## src/rtl/prio_res_pkg.sv

```systemverilog
package prio_res_pkg;
  localparam int unsigned CASCADE_LINE_DEF = 2;

  typedef struct packed {
    logic smask;
    logic sfn;
    logic master;
    logic aeoi;
    logic rot_aeoi;
  } prio_mode_t;
endpackage

```

## src/rtl/prio_scan.sv

```systemverilog
module prio_scan #(
  parameter int unsigned N  = 8,
  localparam int unsigned IW = $clog2(N)
) (
  input  logic [N-1:0]  bits_i,
  input  logic [IW-1:0] ofs_i,
  output logic [IW:0]   idx_o   // N when empty
);
  logic [IW-1:0] ln;

  always_comb begin
    idx_o = (IW+1)'(N);
    ln    = '0;
    for (int p = N - 1; p >= 0; p--) begin
      ln = ofs_i + IW'(p);
      if (bits_i[ln]) idx_o = (IW+1)'(p);
    end
  end
endmodule

```

## src/rtl/ack_unit.sv

```systemverilog
module ack_unit
  import prio_res_pkg::*;
#(
  parameter int unsigned N  = 8,
  parameter int unsigned VW = 8,
  localparam int unsigned IW = $clog2(N)
) (
  input  logic          clk_i,
  input  logic          rst_ni,
  input  logic          ack_i,
  input  logic          win_i,
  input  logic [IW-1:0] win_line_i,
  input  logic [N-1:0]  trig_level_i,
  input  logic [VW-1:0] vec_base_i,
  input  prio_mode_t    mode_i,
  output logic [IW-1:0] ack_line_o,
  output logic [VW-1:0] vector_o,
  output logic          spurious_o,
  output logic [N-1:0]  isr_set_o,
  output logic [N-1:0]  irr_clr_o,
  output logic          ofs_upd_o,
  output logic [IW-1:0] ofs_nxt_o
);
  logic [N-1:0] win_hot;
  logic         take;

  assign take       = ack_i & win_i;
  assign win_hot    = N'(1) << win_line_i;
  assign ack_line_o = win_i ? win_line_i : IW'(N - 1);
  assign vector_o   = {vec_base_i[VW-1:IW], ack_line_o};
  assign spurious_o = ack_i & ~win_i;
  assign ofs_nxt_o  = win_line_i + IW'(1);

  always_comb begin
    isr_set_o = '0;
    irr_clr_o = '0;
    ofs_upd_o = 1'b0;
    if (take) begin
      if (!mode_i.aeoi) isr_set_o = win_hot;
      else if (mode_i.rot_aeoi) ofs_upd_o = 1'b1;
      if (!trig_level_i[win_line_i]) irr_clr_o = win_hot;
    end
  end


  isr_onehot_chk: assert property (@(posedge clk_i) disable iff (!rst_ni)
    $onehot0(isr_set_o));

  clr_edge_chk: assert property (@(posedge clk_i) disable iff (!rst_ni)
    (irr_clr_o & trig_level_i) == '0);

  spur_quiet_chk: assert property (@(posedge clk_i) disable iff (!rst_ni)
    spurious_o |-> (isr_set_o == '0 && irr_clr_o == '0 && !ofs_upd_o));

  rot_noset_chk: assert property (@(posedge clk_i) disable iff (!rst_ni)
    ofs_upd_o |-> (isr_set_o == '0 && !spurious_o));
endmodule

```

## src/rtl/prio_resolver.sv

```systemverilog
module prio_resolver
  import prio_res_pkg::*;
#(
  parameter int unsigned N          = 8,
  parameter int unsigned VW         = 8,
  parameter int unsigned CASC_LINE  = CASCADE_LINE_DEF,
  localparam int unsigned IW        = $clog2(N)
) (
  input  logic          clk_i,
  input  logic          rst_ni,
  input  logic [N-1:0]  req_i,
  input  logic [N-1:0]  mask_i,
  input  logic [N-1:0]  isr_i,
  input  logic [IW-1:0] ofs_i,
  input  logic [N-1:0]  trig_level_i,
  input  logic [VW-1:0] vec_base_i,
  input  logic          smask_i,
  input  logic          sfn_i,
  input  logic          master_i,
  input  logic          aeoi_i,
  input  logic          rot_aeoi_i,
  input  logic          ack_i,
  output logic          irq_o,
  output logic [IW-1:0] irq_line_o,
  output logic [IW-1:0] ack_line_o,
  output logic [VW-1:0] vector_o,
  output logic          spurious_o,
  output logic [N-1:0]  isr_set_o,
  output logic [N-1:0]  irr_clr_o,
  output logic          ofs_upd_o,
  output logic [IW-1:0] ofs_nxt_o
);
  prio_mode_t    mode;
  logic [N-1:0]  cand, svc, svc_excl;
  logic [IW:0]   req_idx, svc_idx;
  logic          win;
  logic [IW-1:0] win_line;

  assign mode = '{smask: smask_i, sfn: sfn_i, master: master_i,
                  aeoi: aeoi_i, rot_aeoi: rot_aeoi_i};

  assign cand = req_i & ~mask_i;

  always_comb begin
    svc_excl = '0;
    if (mode.smask) svc_excl = mask_i;
    if (mode.sfn && mode.master) svc_excl[CASC_LINE] = 1'b1;
  end
  assign svc = isr_i & ~svc_excl;

  prio_scan #(.N(N)) u_req_scan (.bits_i(cand), .ofs_i(ofs_i), .idx_o(req_idx));
  prio_scan #(.N(N)) u_svc_scan (.bits_i(svc),  .ofs_i(ofs_i), .idx_o(svc_idx));

  assign win      = req_idx < svc_idx;
  assign win_line = req_idx[IW-1:0] + ofs_i;

  always_ff @(posedge clk_i or negedge rst_ni) begin
    if (!rst_ni) begin
      irq_o      <= 1'b0;
      irq_line_o <= '0;
    end else begin
      irq_o      <= win;
      irq_line_o <= win_line;
    end
  end

  ack_unit #(.N(N), .VW(VW)) u_ack (
    .clk_i        (clk_i),
    .rst_ni       (rst_ni),
    .ack_i        (ack_i),
    .win_i        (win),
    .win_line_i   (win_line),
    .trig_level_i (trig_level_i),
    .vec_base_i   (vec_base_i),
    .mode_i       (mode),
    .ack_line_o   (ack_line_o),
    .vector_o     (vector_o),
    .spurious_o   (spurious_o),
    .isr_set_o    (isr_set_o),
    .irr_clr_o    (irr_clr_o),
    .ofs_upd_o    (ofs_upd_o),
    .ofs_nxt_o    (ofs_nxt_o)
  );


  irq_src_chk: assert property (@(posedge clk_i) disable iff (!rst_ni)
    irq_o |-> |($past(cand) & (N'(1) << irq_line_o)));

  req_idx_range_chk: assert property (@(posedge clk_i) disable iff (!rst_ni)
    (cand != '0) == (req_idx < (IW+1)'(N)));
endmodule

```

## config.mk

```make
export PLATFORM = sky130hd
export DESIGN_NAME = prio_resolver
export DESIGN_NICKNAME = d
export VERILOG_FILES = /design/src/rtl/prio_res_pkg.sv /design/src/rtl/prio_scan.sv /design/src/rtl/ack_unit.sv /design/src/rtl/prio_resolver.sv
export SDC_FILE = /design/constraint.sdc
export NUM_CORES = 1
export LEC_CHECK = 0
export ABC_AREA = 1
export CORE_UTILIZATION = 42
export CTS_BUF_LIST = sky130_fd_sc_hd__clkbuf_2 sky130_fd_sc_hd__clkbuf_4 sky130_fd_sc_hd__clkbuf_8
export DETAILED_ROUTE_END_ITERATION = 10
export MAX_ROUTING_LAYER = met4
export PLACE_DENSITY_LB_ADDON = 0.12
export SLEW_MARGIN = 20
export SYNTH_ARGS = -nofsm -noshare
export SYNTH_HDL_FRONTEND = slang
export SYNTH_SLANG_ARGS = --single-unit
```

## constraint.sdc

```tcl
create_clock -name clk_i -period 7.15 [get_ports clk_i]
set_input_delay 1.0725 -clock clk_i [delete_from_list [all_inputs] [get_ports clk_i]]
set_output_delay 1.0725 -clock clk_i [all_outputs]
set_load 0.1 [all_outputs]
```

Word level (Yosys, flattened, before mapping)
Index checks and enable logic that the tools add are counted.

Register bits after elaboration: 4. Output and inout bits: 36. Logic and storage cells: 90.

Add/subtract/negate cells: 9. Order comparisons: 10. Shifts and indexed selects: 1. Mux-type cells: 60. Bitwise operators: 7. Reduce and logical (&&, ||, !) cells: 1.

Operator list (count): 2-to-1 mux 4 bit (16); binary-select mux 1 bit (select 3 bit) (17); 2-to-1 mux 8 bit (5); < comparator 3 x 4 -> 1 bit, second input constant (9); 2-to-1 mux 1 bit (21); bitwise AND 8 bit (2); inverter 8 bit (2); adder 3 bit, second input constant (4); << shifter 1 x 3 -> 8 bit, first input constant (1); adder 3 x 1 -> 3 bit, second input constant (2); adder 3 x 2 -> 3 bit, second input constant (2); < comparator 4 bit (1); adder 3 bit (1); 2-to-1 mux 3 bit (1); bitwise AND 1 bit (2); logical AND 1 bit (1); inverter 1 bit (1).

Depth between registers and ports, before layout
Depth in word-level cells: 17. Gate-level depth with buffers: 27. Depth with buffers taken out: 24.

By module
Synthesis repeated with hierarchy kept, for this count alone.

Cell total of the unflattened synthesis: 324. Area total of the unflattened synthesis: 1672.9 um^2.

Modules (own cells, without submodules): prio_scan (instances 2, cells each 95, area an instance 445.4 um^2, sequential area each 0.0 um^2); ack_unit (instances 1, cells each 77, area an instance 394.1 um^2, sequential area each 0.0 um^2); prio_resolver (instances 1, cells each 57, area an instance 387.9 um^2, sequential area each 100.1 um^2).

Worst setup path after synthesis
Ideal clock, no wire load.

Path kind: input to output. Start: input ofs_i[0]. End: output isr_set_o[6]. Arrival time: 5.408 ns. Data required time: 6.077 ns. Setup slack: 0.669 ns. Stages: 24. Path buffers: 3. Cells stage by stage: buf_6 > inv_4 > buf_6 > ha_1 > clkbuf_1 > inv_2 > nand3_1 > nand2_1 > nand2_1 > nand2_1 > nand2_1 > nand2_1 > nand2_1 > nand2_1 > nand2_1 > nand2_1 > inv_1 > ha_1 > inv_1 > ha_1 > nand2_1 > inv_1 > nand3_1 > nor2_1.

Longest elaborated chain between the ends: 15.

Ends and longest elaborated chain: start, declared (line prio_resolver.sv:14) `input logic [IW-1:0] ofs_i,`; adder 3 bit (line prio_scan.sv:15) `ln = ofs_i + IW'(p);`; binary-select mux 1 bit (select 3 bit) (line prio_scan.sv:16) `if (bits_i[ln]) idx_o = (IW+1)'(p);`; 2-to-1 mux 1 bit (not written as such) (line prio_scan.sv:16); 2-to-1 mux 4 bit (8 in series) (line prio_scan.sv:16); adder 3 bit * (line prio_resolver.sv:55) `assign win_line = req_idx[IW-1:0] + ofs_i;`; net u_ack.win_line_i[0] (line ack_unit.sv:12) `input logic [IW-1:0] win_line_i,`; << shifter 1 x 3 -> 8 bit * (line ack_unit.sv:28) `assign win_hot = N'(1) << win_line_i;`; 2-to-1 mux 8 bit * (line ack_unit.sv:39) `if (!mode_i.aeoi) isr_set_o = win_hot;`; 2-to-1 mux 8 bit * (line ack_unit.sv:38) `if (take) begin`; end, declared (line prio_resolver.sv:28) `output logic [N-1:0] isr_set_o,`.

Mark *: on every way through the listed nets, which the timed path passes. The rest lies on a longest branch. The select of a mux whose other input is x is not followed.

Worst setup path after layout
Start: input ofs_i[0]. End: output isr_set_o[3].

The elaborated chain is that of the path after synthesis.

==> impl_metrics.py <==
metrics = {
    "floorplanning": {
        "start_util_pct": 45.4,
        "dieArea_mm2": 0.00433,
        "pin_count": 87,
        "coreArea_mm2": 0.00377,
        "die_h_um": 65.8,
        "fp-row-count": 22,
        "fp.dieW_um": 65.8,
    },
    "detailed_routing": {
        "drt_drc_violations_left": 0,
        "routedWlPerCell_um": 11.4,
        "ant_nets": 0,
        "firstDrtPassIters": 4,
        "via_per_inst": 5.01,
        "drtIter0Drc": 65,
        "dr_total_vias": 2064,
        "wl_mm": 4.70,
    },
    "layout": {
        "seqCellArea_um2": 100,
        "finalNetCount": 430,
        "final_cell_mix": "nand2_1, nand3_1, clkdlybuf4s50_1",
        "areaGrowthSynthToFinish_pct": 41.5,
        "fin_util_pct": 64.2,
        "nFillCells": 364,
        "design_area_mm2": 0.00242,
        "diodes": 0,
        "drive_above_1_share_pct": 19.0,
        "layout.cells.most_common": "nand2_1",
        "multi_input_area_mm2": 0.00133,
        "instances_no_fill": 412,
    },
    "setup_path": {
        "startpoint_type": "input pin",
        "crit_start": "ofs_i[0]",
        "cp-end-kind": "output port",
        "cp.required_ns": 6.08,
        "criticalPathCategory": "input pin to output port",
        "worstPathArrival_ns": 4.93,
        "cp-endpoint": "isr_set_o[3]",
        "cp_max_fo": 17,
    },
    "power": {
        "cellPowerDensity_mw_per_mm2": 303,
        "p_comb_share_pct": 89.1,
        "p_switching_uw": 511,
        "clkPwrFrac_pct": 6.4,
        "p_leak_nw": 1.22,
        "vdd_ir_drop_max_mv": 0.165,
        "sw_frac_of_total_pct": 69.6,
        "pwr-share-seq_pct": 4.5,
        "power_uw": 733,
        "intPower_uw": 223,
    },
    "grt": {
        "use_met3_pct": 2.93,
        "use_met2_pct": 42.3,
        "grt_max_degree": 19,
        "grt_pass1_wl_mm": 8.00,
        "grt_pass1_vias": 1895,
        "track_usage_pct": 23.7,
        "grt_overflow": 0,
        "grt_busiest_layer": "met2",
        "met1_usage_pct": 27.9,
        "antenna_found_initial": 0,
    },
    "timing": {
        "fmax_mhz": 167,
        "maxSlewViolCount": 0,
        "setup_ws_ns": 1.15,
        "relSlewSlack_pct": 35.0,
        "period_minus_slack_ns": 6.00,
        "min_period_over_period_pct": 84.0,
        "tightest_slew_ns": 0.972,
        "hold_viol": 0,
        "whs_ns": 1.06,
        "tns_ns": 0,
        "rsz0062_at_grt": "false",
        "setup_viol": 0,
    },
    "clock_network": {
        "cts-resized-gates": 0,
        "hold_buffers": 0,
        "cts_tree": "built",
        "cts_buffers": 3,
        "clk_path_buf_depth": 2,
        "post_cts_buffers": 0,
        "root_buffer": "clkbuf_8",
        "htree_levels": 1,
        "cts_sinks": 4,
        "clkTransAtPathRegs_ns": 0.03,
    },
    "status": {
        "status": "complete, no violations",
    },
    "placed_design": {
        "placed_cell_area_mm2": 0.00238,
        "gp_congestion": 0.888,
        "dp_cells": 409,
        "place_ws_ns": 1.16,
        "io_buffers": 73,
        "hpwl_mm": 4.01,
    },
    "synthesis": {
        "syn_area_mm2": 0.00171,
        "ys_seq_area_share_pct": 5.85,
        "syn-num-nets": 366,
        "synth_edf_count": 0,
        "synthTopCellsByArea": "nand2_1, nand3_1, ha_1",
        "synth_cells": 302,
        "synth_seq_cells": 4,
        "synth.distinct_cells": 35,
        "synth_top_flop_cell": "dfrtp_1",
        "yosys_warnings": 0,
        "synth_top_cell_area_share_pct": 20.2,
        "synth_area_per_cell_um2": 5.66,
        "async_reset_ff_share_pct": 100,
        "synth_top_cell_by_area": "nand2_1",
    },
    "worst_hold_path": {
        "hold_path.class": "input pin to asynchronous set/reset pin",
    },
    "run": {
        "cap_violations": 0,
    },
}
## layout make-up
class,instances,area share [%]
clock buffers,3,1.71
inverters,39,6.15
multi-input cells,243,54.9
flip-flops and latches,4,4.14
well taps,48,2.48
repair buffers,75,30.6
## worst min-delay path by stage
stage          startpoint  cells past startpoint  slack [ns]                 endpoint
2_1_floorplan      rst_ni                      0        0.78  irq_line_o[0]$_DFF_PN0_
3_3_place_gp       rst_ni                      1        1.28  irq_line_o[0]$_DFF_PN0_
3_5_place_dp       rst_ni                      1        1.29  irq_line_o[2]$_DFF_PN0_
4_1_cts            rst_ni                      1        1.06  irq_line_o[0]$_DFF_PN0_
5_1_grt            rst_ni                      1        1.08          irq_o$_DFF_PN0_
6_report           rst_ni                      1        1.06  irq_line_o[0]$_DFF_PN0_
## routing by layer
metal	routed length (um)	vias to the layer above	share of wire (%)
li1	-	1099	-
met1	2090	898	45
met2	2270	61	48
met3	287	6	6.1
met4	50	0	1.1
met5	0	-	0
## cell families after synthesis
family | share of synthesized area, %
compound gates | 9.29
flops | 5.85
buf+inv | 16.5
fa+ha+maj | 9.95
xor+xnor | 4.68
simple gates | 53.8
## power by group through the flow
stage / Sequential (mW) / Combinational (mW) / Clock [mW]
after floorplan: 0.0988 / 0.478 / 0
after global placement: 0.0334 / 0.650 / 0
after detailed placement: 0.0335 / 0.652 / 0
after CTS: 0.0333 / 0.654 / 0.0482
after global routing: 0.0337 / 0.695 / 0.0505
final: 0.0332 / 0.653 / 0.0468
## critical path: stages
cell and delay, ns:
clkdlybuf4s50_1 0.52, inv_4 0.11, ha_1 0.43, inv_2 0.18, nand3_1 0.15, nand2_1 0.08, nand2_1 0.05, nand2_1 0.11
nand2_1 0.07, nand2_1 0.05, nand2_1 0.05, nand2_1 0.06, nand2_1 0.05, nand2_1 0.09, inv_1 0.05, ha_1 0.18
fa_1 0.38, xor2_1 0.25, inv_1 0.08, nand2_2 0.09, nand2_4 0.10, inv_2 0.12, ha_1 0.18, nand2_1 0.07
nor2_2 0.16, buf_12 0.19
## flip-flops by register name (all words and copies together), names as in the netlist
| signal | count |
|---|---|
| irq_o | 1 |
| irq_line_o | 3 |
## synthesized netlist by cell type, types with 4 or more instances
| cell type | number |
|---|---|
| ha_1 | 12 |
| inv_2 | 8 |
| buf_4 | 9 |
| a21oi_1 | 6 |
| inv_1 | 29 |
| nor2_1 | 20 |
| o21ai_0 | 7 |
| nor2_2 | 11 |
| nand3_2 | 5 |
| dfrtp_1 | 4 |
| nand2_1 | 92 |
| a31oi_1 | 5 |
| nand3_1 | 62 |
| buf_6 | 5 |
| nand2_2 | 4 |
(Power assumes the default switching activity.)
